[config.mk]
export PLATFORM = sky130hd
export DESIGN_NAME = dma_req_arbiter
export DESIGN_NICKNAME = d
export VERILOG_FILES = /design/src/rtl/dma_arb_pkg.sv /design/src/rtl/dma_pin_trig.sv /design/src/rtl/dma_req_bits.sv /design/src/rtl/dma_bus_arb.sv /design/src/rtl/dma_req_arbiter.sv
export SDC_FILE = /design/constraint.sdc
export NUM_CORES = 1
export LEC_CHECK = 0
export ABC_AREA = 1
export ABC_CLOCK_PERIOD_IN_PS = 1200
export BUFFER_PORTS_ARGS = -buffer_cell sky130_fd_sc_hd__buf_4
export CORE_ASPECT_RATIO = 0.8
export CORE_MARGIN = 5
export CORE_UTILIZATION = 35
export DETAILED_ROUTE_END_ITERATION = 7
export GPL_ROUTABILITY_DRIVEN = 0
export MAX_ROUTING_LAYER = met4
export SLEW_MARGIN = 20
export SYNTH_ARGS = -nofsm -noshare
export SYNTH_HDL_FRONTEND = slang
export SYNTH_HIERARCHICAL = 1
export SYNTH_SLANG_ARGS = --single-unit
[constraint.sdc]
create_clock -name clk_i -period 1.2 [get_ports clk_i]
set_input_delay 0 -clock clk_i [delete_from_list [all_inputs] [get_ports clk_i]]
set_output_delay 0 -clock clk_i [all_outputs]
set_load 0.01 [all_outputs]
[src/rtl/dma_arb_pkg.sv]
package dma_arb_pkg;
  typedef enum logic {
    OWN_CPU = 1'b0,
    OWN_DMA = 1'b1
  } bus_owner_e;
endpackage

[src/rtl/dma_pin_trig.sv]
module dma_pin_trig #(
  parameter int N_CH        = 4,
  parameter int SYNC_STAGES = 2
) (
  input  logic            clk_i,
  input  logic            rst_ni,
  input  logic [N_CH-1:0] pin_i,
  input  logic [N_CH-1:0] pol_rise_i,
  output logic [N_CH-1:0] edge_o
);
  localparam int LastStage = SYNC_STAGES - 1;

  for (genvar g = 0; g < N_CH; g++) begin : g_ch
    logic [SYNC_STAGES-1:0] sync_q;
    logic                   prev_q;
    logic                   cur;

    always_ff @(posedge clk_i or negedge rst_ni) begin
      if (!rst_ni) begin
        sync_q <= '0;
        prev_q <= 1'b0;
      end else begin
        sync_q <= {sync_q[SYNC_STAGES-2:0], pin_i[g]};
        prev_q <= sync_q[LastStage];
      end
    end

    assign cur       = sync_q[LastStage];
    assign edge_o[g] = pol_rise_i[g] ? (cur & ~prev_q) : (~cur & prev_q);
  end
endmodule

[src/rtl/dma_req_bits.sv]
module dma_req_bits #(
  parameter int N_CH = 4
) (
  input  logic            clk_i,
  input  logic            rst_ni,
  input  logic [N_CH-1:0] set_i,
  input  logic [N_CH-1:0] clr_i,
  output logic [N_CH-1:0] req_o
);
  logic [N_CH-1:0] req_q;

  // a set that arrives on the clearing edge wins, so the new request survives
  always_ff @(posedge clk_i or negedge rst_ni) begin
    if (!rst_ni) req_q <= '0;
    else         req_q <= (req_q & ~clr_i) | set_i;
  end

  assign req_o = req_q;
endmodule

[src/rtl/dma_bus_arb.sv]
module dma_bus_arb
  import dma_arb_pkg::*;
#(
  parameter int N_CH = 4
) (
  input  logic            clk_i,
  input  logic            rst_ni,
  input  logic [N_CH-1:0] req_i,
  input  logic [N_CH-1:0] en_i,
  input  logic            cpu_access_done_i,
  input  logic            dma_xfer_done_i,
  output logic [N_CH-1:0] gnt_o,
  output logic            cpu_gnt_o,
  output logic            start_o,
  output logic [N_CH-1:0] clr_o
);
  bus_owner_e      owner_q;
  logic [N_CH-1:0] gnt_q;
  logic            start_q;
  logic [N_CH-1:0] eligible;
  logic [N_CH-1:0] pick;
  logic            launch;

  assign eligible = req_i & en_i;

  // fixed priority: lowest index wins
  always_comb begin
    pick = '0;
    for (int i = N_CH - 1; i >= 0; i--) begin
      if (eligible[i]) begin
        pick    = '0;
        pick[i] = 1'b1;
      end
    end
  end

  assign launch = (owner_q == OWN_CPU) && cpu_access_done_i && (|eligible);
  assign clr_o  = launch ? pick : '0;

  always_ff @(posedge clk_i or negedge rst_ni) begin
    if (!rst_ni) begin
      owner_q <= OWN_CPU;
      gnt_q   <= '0;
      start_q <= 1'b0;
    end else begin
      start_q <= launch;
      unique case (owner_q)
        OWN_CPU: if (launch) begin
          owner_q <= OWN_DMA;
          gnt_q   <= pick;
        end
        OWN_DMA: if (dma_xfer_done_i) begin
          owner_q <= OWN_CPU;
          gnt_q   <= '0;
        end
        default: begin
          owner_q <= OWN_CPU;
          gnt_q   <= '0;
        end
      endcase
    end
  end

  assign gnt_o     = gnt_q;
  assign cpu_gnt_o = (owner_q == OWN_CPU);
  assign start_o   = start_q;
endmodule

[src/rtl/dma_req_arbiter.sv]
module dma_req_arbiter #(
  parameter int N_CH        = 4,
  parameter int SYNC_STAGES = 2
) (
  input  logic            clk_i,
  input  logic            rst_ni,
  input  logic [N_CH-1:0] int_evt_i,
  input  logic [N_CH-1:0] ext_pin_i,
  input  logic [N_CH-1:0] src_ext_i,
  input  logic [N_CH-1:0] pol_rise_i,
  input  logic [N_CH-1:0] ch_en_i,
  input  logic            cpu_access_done_i,
  input  logic            dma_xfer_done_i,
  output logic [N_CH-1:0] dma_gnt_o,
  output logic            cpu_gnt_o,
  output logic            xfer_start_o,
  output logic [N_CH-1:0] req_pend_o
);
  logic [N_CH-1:0] pin_edge;
  logic [N_CH-1:0] trig;
  logic [N_CH-1:0] req;
  logic [N_CH-1:0] clr;

  dma_pin_trig #(.N_CH(N_CH), .SYNC_STAGES(SYNC_STAGES)) u_trig (
    .clk_i      (clk_i),
    .rst_ni     (rst_ni),
    .pin_i      (ext_pin_i),
    .pol_rise_i (pol_rise_i),
    .edge_o     (pin_edge)
  );

  assign trig = (src_ext_i & pin_edge) | (~src_ext_i & int_evt_i);

  dma_req_bits #(.N_CH(N_CH)) u_req (
    .clk_i  (clk_i),
    .rst_ni (rst_ni),
    .set_i  (trig),
    .clr_i  (clr),
    .req_o  (req)
  );

  dma_bus_arb #(.N_CH(N_CH)) u_arb (
    .clk_i             (clk_i),
    .rst_ni            (rst_ni),
    .req_i             (req),
    .en_i              (ch_en_i),
    .cpu_access_done_i (cpu_access_done_i),
    .dma_xfer_done_i   (dma_xfer_done_i),
    .gnt_o             (dma_gnt_o),
    .cpu_gnt_o         (cpu_gnt_o),
    .start_o           (xfer_start_o),
    .clr_o             (clr)
  );

  assign req_pend_o = req;
endmodule

==> results.md, run 1 <==
* Status: finished clean
* Fin. Hold Viols at 0
* Pins Over Slew Limit at 0
* Antenna violations before repair at 0
* Levels on crit path at 8
* First-pass DRT Iterations at 4
* R2r worst-path depth at 8
* Worst hold path class: primary input to flop
* Area grow syn2layout at 54.0%
* Reg2reg start: u_req/req_o[0]
* Crit path largest cell delay at 0.44 ns
* Nets@finish at 192
* Clk sinks at 22
* CTS tree: done
* Max VDD drop at 0.647 mV
* Via Count at 839
* Die footprint at 3840 µm²
* Initial core utilization at 37.4%
* CP required at 1.41 ns
* DIE WIDTH at 68.0 µm
* WL per Instance at 10.3 µm
* CP Class: flop to flop
* CP Launch Type: flop
* Mapped cell area at 943 µm²
* P_leak at 0.854 nW
* Post-Route M1 WL at about 900 µm
* Worst setup EP type: flop
* Final instance area at 1450 µm²
* Residual DRC at 0
* CTS Buf Count at 3
* Max Cap Viol at 0
* Worst hold stages at 4
* Slew HR at 81.1%
* IO Pins at 34
* Hold WS at 0.0152 ns
* Ys Warns at 6
* Mapped Cells at 112
* Critical R2R Capture: u_req/req_o[3]
* Setup WS pre-CTS at 0.0818 ns
* Largest net degree at the start of global routing at 23
* Top delay family on crit path: simple AND/OR/NAND/NOR gates
* Worst R2R Setup Slack at 0.07 ns
* Clk slew on worst S/H paths at roughly 0.13 ns
* Row count at 16
* Fin worst setup slack at around 0.072 ns
* Synthesized area per cell at 8.42 µm²
* Placeable Area at 2520 µm²
* Top sig layer: met3
* Critical path arrival at around 1.3 ns
* Seq/Total Area, Yosys at 58.4%
* Port buffer count at 33
* Achievable Freq at 0.886 GHz
* Clock Skew at 0.00919 ns
* Setup TNS at 0 ns
* Yosys cell types at 11
* Post-DRT Antenna Nets at 0
* Final setup viols at 0
* Syn Nets at approximately 140
* CP Buf/Inv Count at 2
* H-tree depth at 1
* Clock Latency Late Sink at 0.31 ns
* Power Total at 1.68 mW
* Clock Tree Buf Depth at 2
* GRT Overall Usage at 12.5%
* DRT iter0 DRCs at 51
* Antenna diodes at 0
* Share of layout cells above drive strength 1 at 28.7%
* Root Buffer: clkbuf_4
* CP max-delay cell: dfrtp_1
* Gr ovfl total at 0
* Routed wl met2 at roughly 1000 µm
* Metal3 WL at about 150 µm
* Power Density at 1150 nW/µm²
* Register bit count reported by yosys at 22
* Post-Route WL at 2090 µm
* Vias in the first global route at 821
* Post-DP Area at 1240 µm²
* RSZ-0062 raised after global routing: yes
* Wire length of the first global-routing pass at 3520 µm
* Sequence of cells on the critical path: nand2_4 > nand2_4 > nor2_4 > nand4_1 > inv_1 > inv_1 > nand2_1 > nand2_1
* Hold_sp: ch_en_i[2]
* Hpwl dp at 1460 µm
* Crit path max fanout at 3
* Final period util at 94.0%
* Period minus WS final at 1.13 ns
* Via density at 4.13
* Hold EP: u_arb/gnt_o[3]
* Die Y-Extent at 56.4 µm
* Worst-Margin Slew at about 0.28 ns
worst register-to-register path: cells and delay by family, from the launching register on:
kind / cells / cell delay (ns)
buffers and inverters: 2 / 0.10
AND/OR/NAND/NOR: 6 / 0.48
flip-flops: 1 / 0.44
layout by cell type (no fill, tap or decap), types with 3 or more instances in the layout:
master	n
nand3_1	13
dlygate4sd3_1	15
nand2_1	34
inv_1	31
clkbuf_4	3
buf_4	36
dfrtp_1	22
cells by family (layout without fill, tap and decap cells):
logic type | after synthesis | in the layout | synth area share, %
flops | 22 | 22 | 58.4
buf+inv | 33 | 88 | 13.1
compound gates | 2 | 2 | 2.25
simple gates | 55 | 55 | 26.3
cell type report:
class / count / area (µm²)
Multi-Input combinational cell: 57 / 277
Clock buffer: 4 / 36.3
Timing Repair Buffer: 51 / 420
Tap cell: 36 / 45.0
Inverter: 33 / 124
Sequential cell: 22 / 551
Fill cell: 231 / 1070
synthesized netlist by cell type, drive strengths merged:
cell / count / area (µm²)
dfrtp: 22 / 551
nor2: 2 / 7.51
o21ai: 2 / 21.3
nand4: 2 / 12.5
nand2: 38 / 163
nand3: 13 / 65.1
inv: 33 / 124
worst max path at each step:
stage	slack [ns]	endpoint	startpoint
finish	0.07	u_req/req_o[3]	u_req/req_o[0]
global route	-0.02	u_req/req_o[3]	u_req/req_o[0]
CTS	0.02	u_req/req_o[0]	src_ext_i[0]
detailed placement	0.08	u_req/req_o[3]	u_req/req_o[0]
global placement	0.13	u_req/req_o[3]	u_req/req_o[1]
floorplan	0.12	u_req/req_o[3]	u_req/req_o[1]
state kept, by name (all words and copies together), names as in the netlist:
| signal | cells |
|---|---|
| u_arb/owner_q | 1 |
| u_arb/gnt_o | 4 |
| u_arb/start_o | 1 |
| u_trig/g_ch.prev_q | 4 |
| u_req/req_o | 4 |
| u_trig/g_ch.sync_q | 8 |
metal layers:
layer  up-vias  global-route usage (%)
li1        436                       -
met1       377                    13.9
met2        26                    21.4
met3         0                    4.79
met4         0                    1.70
met5         -                       -
per-stage QoR:
| step | utilization [%] | std cells |
|---|---|---|
| finish | 57.6 | 203 |
| global route | 57.6 | 203 |
| CTS | 57.6 | 203 |
| detailed placement | 49.0 | 181 |
| global placement | 49.0 | 181 |
| floorplan | - | 112 |
report_power, final:
group	internal, mW	total (mW)	switching, mW
logic	0.217	0.412	0.195
clock network	0.185	0.411	0.226
registers	0.810	0.854	0.0434
total	1.21	1.68	0.464
what timing repair did:
action / in CTS / in global routing
setup buffers: 0 / 3
setup endpoints to repair: 0 / 4
gates resized for setup: 0 / 2
hold buffers: 18 / 0
endpoints found under the hold margin: 32 / 0
Power figures use the tool's default switching activity.
==> run 2, diff against run 1 <==
--- a/config.mk
+++ b/config.mk
@@ -7,5 +7,5 @@
 export LEC_CHECK = 0
 export ABC_AREA = 1
-export ABC_CLOCK_PERIOD_IN_PS = 1200
+export ABC_CLOCK_PERIOD_IN_PS = 1220
 export BUFFER_PORTS_ARGS = -buffer_cell sky130_fd_sc_hd__buf_4
 export CORE_ASPECT_RATIO = 0.8
==> constraint.sdc (replaced) <==
create_clock -name clk_i -period 1.22 [get_ports clk_i]
set_input_delay 0.061 -clock clk_i [delete_from_list [all_inputs] [get_ports clk_i]]
set_output_delay 0.061 -clock clk_i [all_outputs]
set_load 0.01 [all_outputs]
==> run 2 against run 1 <==
Maximum frequency grew 0.17%. Total power down 3.7%. Highest routed layer unchanged. Global-route usage shrank 1.7 points. Combinational power shrank 8.0%.
==> results.md, run 2 (synthesized netlist as in run 1, its figures left out) <==
* CP Buf/Inv Count at 2 (unchanged)
* Critical R2R Capture: u_req/req_o[3]
* Clock Latency Late Sink at 0.31 ns (about the same)
* CTS tree: done
* Period minus WS final at 1.13 ns (-0.00190 ns)
* Final period util at 92.3% (-1.7 points)
* Critical Path Source: u_req/req_o[0]
* DIE WIDTH at 68.0 µm (unchanged)
* Commonest non-fill, non-tap cell in the layout: buf_4
* Residual DRC at 0 (unchanged)
* Vias in the first global route at 736 (-10%)
* First-pass DRT Iterations at 3 (-1)
* Largest register FFs at 8 (unchanged)
* Root Buffer: clkbuf_4
* Via Count at 802 (-4.4%)
* CP required at 1.42 ns (about the same)
* Levels on crit path at 8 (unchanged)
* Hpwl dp at 1460 µm (unchanged)
* Layout Utilization at 54.0% (-3.6 points)
* Placeable Area at 2520 µm² (unchanged)
* Critical path arrival at 1.33 ns (about the same)
* Final setup viols at 0 (unchanged)
* Worst setup EP type: flop
* Crit path largest cell delay at 0.44 ns (about the same)
* Pins Over Slew Limit at 0 (unchanged)
* Via density at 4.13 (about the same)
* Clk sinks at 22 (unchanged)
* Row count at 16 (unchanged)
* Status: finished clean
* P_leak at 0.816 nW (-4.4%)
* Clk slew on worst S/H paths at 0.13 ns (about the same)
* DP Cell Count at 181 (unchanged)
* WL per Instance at 9.82 µm (-4.7%)
* Die Y-Extent at 56.4 µm (unchanged)
* Max Cap Viol at 0 (unchanged)
* Most flops, register: u_trig/g_ch.sync_q
* H-tree depth at 1 (unchanged)
* Crit path to: u_req/req_o[3]
* Clock Skew at 0.0128 ns (+0.00362 ns)
* Reg2reg start: u_req/req_o[0]
* Share of layout cells above drive strength 1 at 30.4% (+1.6 points)
* Post-DRT Antenna Nets at 0 (unchanged)
* R2r worst-path depth at 8 (unchanged)
* Die footprint at 3840 µm² (unchanged)
* Antenna diodes at 0 (unchanged)
* CTS Buf Count at 3 (unchanged)
* Slew HR at 81.6% (+0.49 points)
* Largest net degree at the start of global routing at 23 (unchanged)
* Fin. Hold Viols at 0 (unchanged)
* Nets@finish at 183 (-4.7%)
* Worst hold stages at 5 (+1)
* Worst R2R Setup Slack at 0.09 ns (+0.02 ns)
* Commonest non-fill, non-tap cells in the layout: buf_4 (36), nand2_1 (34), inv_1 (31), dfrtp_1 (22), nand3_1 (13)
* Top delay family on crit path: simple AND/OR/NAND/NOR gates
* CP max-delay cell: dfrtp_1
* Setup TNS at 0 ns (unchanged)
* Port buffer count at 33 (unchanged)
* Post-Route WL at 1910 µm (-8.9%)
* Antenna violations before repair at 0 (unchanged)
* DRT iter0 DRCs at 42 (-18%)
* Power Density at 1190 nW/µm² (+2.7%)
* CP Launch Type: flop
* Achievable Freq at 0.888 GHz (+0.17%)
* Hold_sp: int_evt_i[1]
* Worst-Margin Slew at 0.277 ns (-0.00741 ns)
* Max VDD drop at 0.632 mV (-2.4%)
* Gr ovfl total at 0 (unchanged)
* Wire length of the first global-routing pass at 3040 µm (-14%)
* Final Non-Filler Cells at 194 (-4.4%)
* CP Class: flop to flop
* Crit path max fanout at 3 (unchanged)
* Area grow syn2layout at 44.4%
* Worst hold path class: primary input to flop
* IO Pins at 34 (unchanged)
* Initial core utilization at 37.4% (unchanged)
* Clock Tree Buf Depth at 2 (unchanged)
* RSZ-0062 raised after global routing: yes
* GRT Overall Usage at 10.8% (-1.7 points)
* Sequence of cells on the critical path: nand2_4 > nand2_4 > nor2_4 > nand4_1 > inv_1 > inv_1 > nand2_1 > nand2_1
==> run 2: worst min path at each step <==
stage	endpoint	slack [ns]
5_1_grt	u_arb/gnt_o[3]	0.008
4_1_cts	u_req/req_o[1]	0.01
3_3_place_gp	u_trig/g_ch[0].prev_q	-0.03
6_report	u_req/req_o[1]	0.02
2_1_floorplan	u_arb/gnt_o[0]	-0.23
3_5_place_dp	u_trig/g_ch[0].prev_q	-0.04
==> run 2: where the power goes <==
group | total, mW | switching (mW) | internal (mW)
clock | 0.397 | 0.215 | 0.182
combinational | 0.379 | 0.184 | 0.195
sequential | 0.839 | 0.0419 | 0.797
total | 1.62 | 0.441 | 1.17
==> run 2: final cells by class <==
cell class / instances / area, µm²
fillers: 247 / 1160
flip-flops and latches: 22 / 551
repair buffers: 42 / 330
multi-input cells: 57 / 277
inverters: 33 / 124
well taps: 36 / 45.0
clock buffers: 4 / 36.3
==> run 2: timing repair <==
action	CTS	global route
endpoints found under the setup margin	0	1
resized for setup	0	2
hold endpoints to repair	27	0
buffers inserted	0	3
hold buffers	6	0
==> run 2: worst reg2reg max path: cells and delay by family (launching register included) <==
family / cells / cell delay (ns)
AND/OR/NAND/NOR: 6 / 0.47
buffers and inverters: 2 / 0.10
flip-flops: 1 / 0.44
==> run 2: per-layer routing <==
layer	global-route usage (%)	part of all wire (%)	routed length, µm
met2	17.3	47	901
met1	12.6	43	820
met5	-	0	0
met3	4.79	9.6	183
met4	1.70	0	0
==> run 2: through the flow <==
stage                     setup WS, ns  hold slack (ns)  area (µm²)  power, mW
after global routing           -0.0144          0.00763        1360       1.73
after detailed placement         0.102          -0.0360        1240       1.20
final                           0.0934           0.0174        1360       1.62
after CTS                       0.0703          0.00952        1330       1.62
after floorplan                  0.138           -0.235         943       1.01
after global placement           0.149          -0.0333        1240       1.19
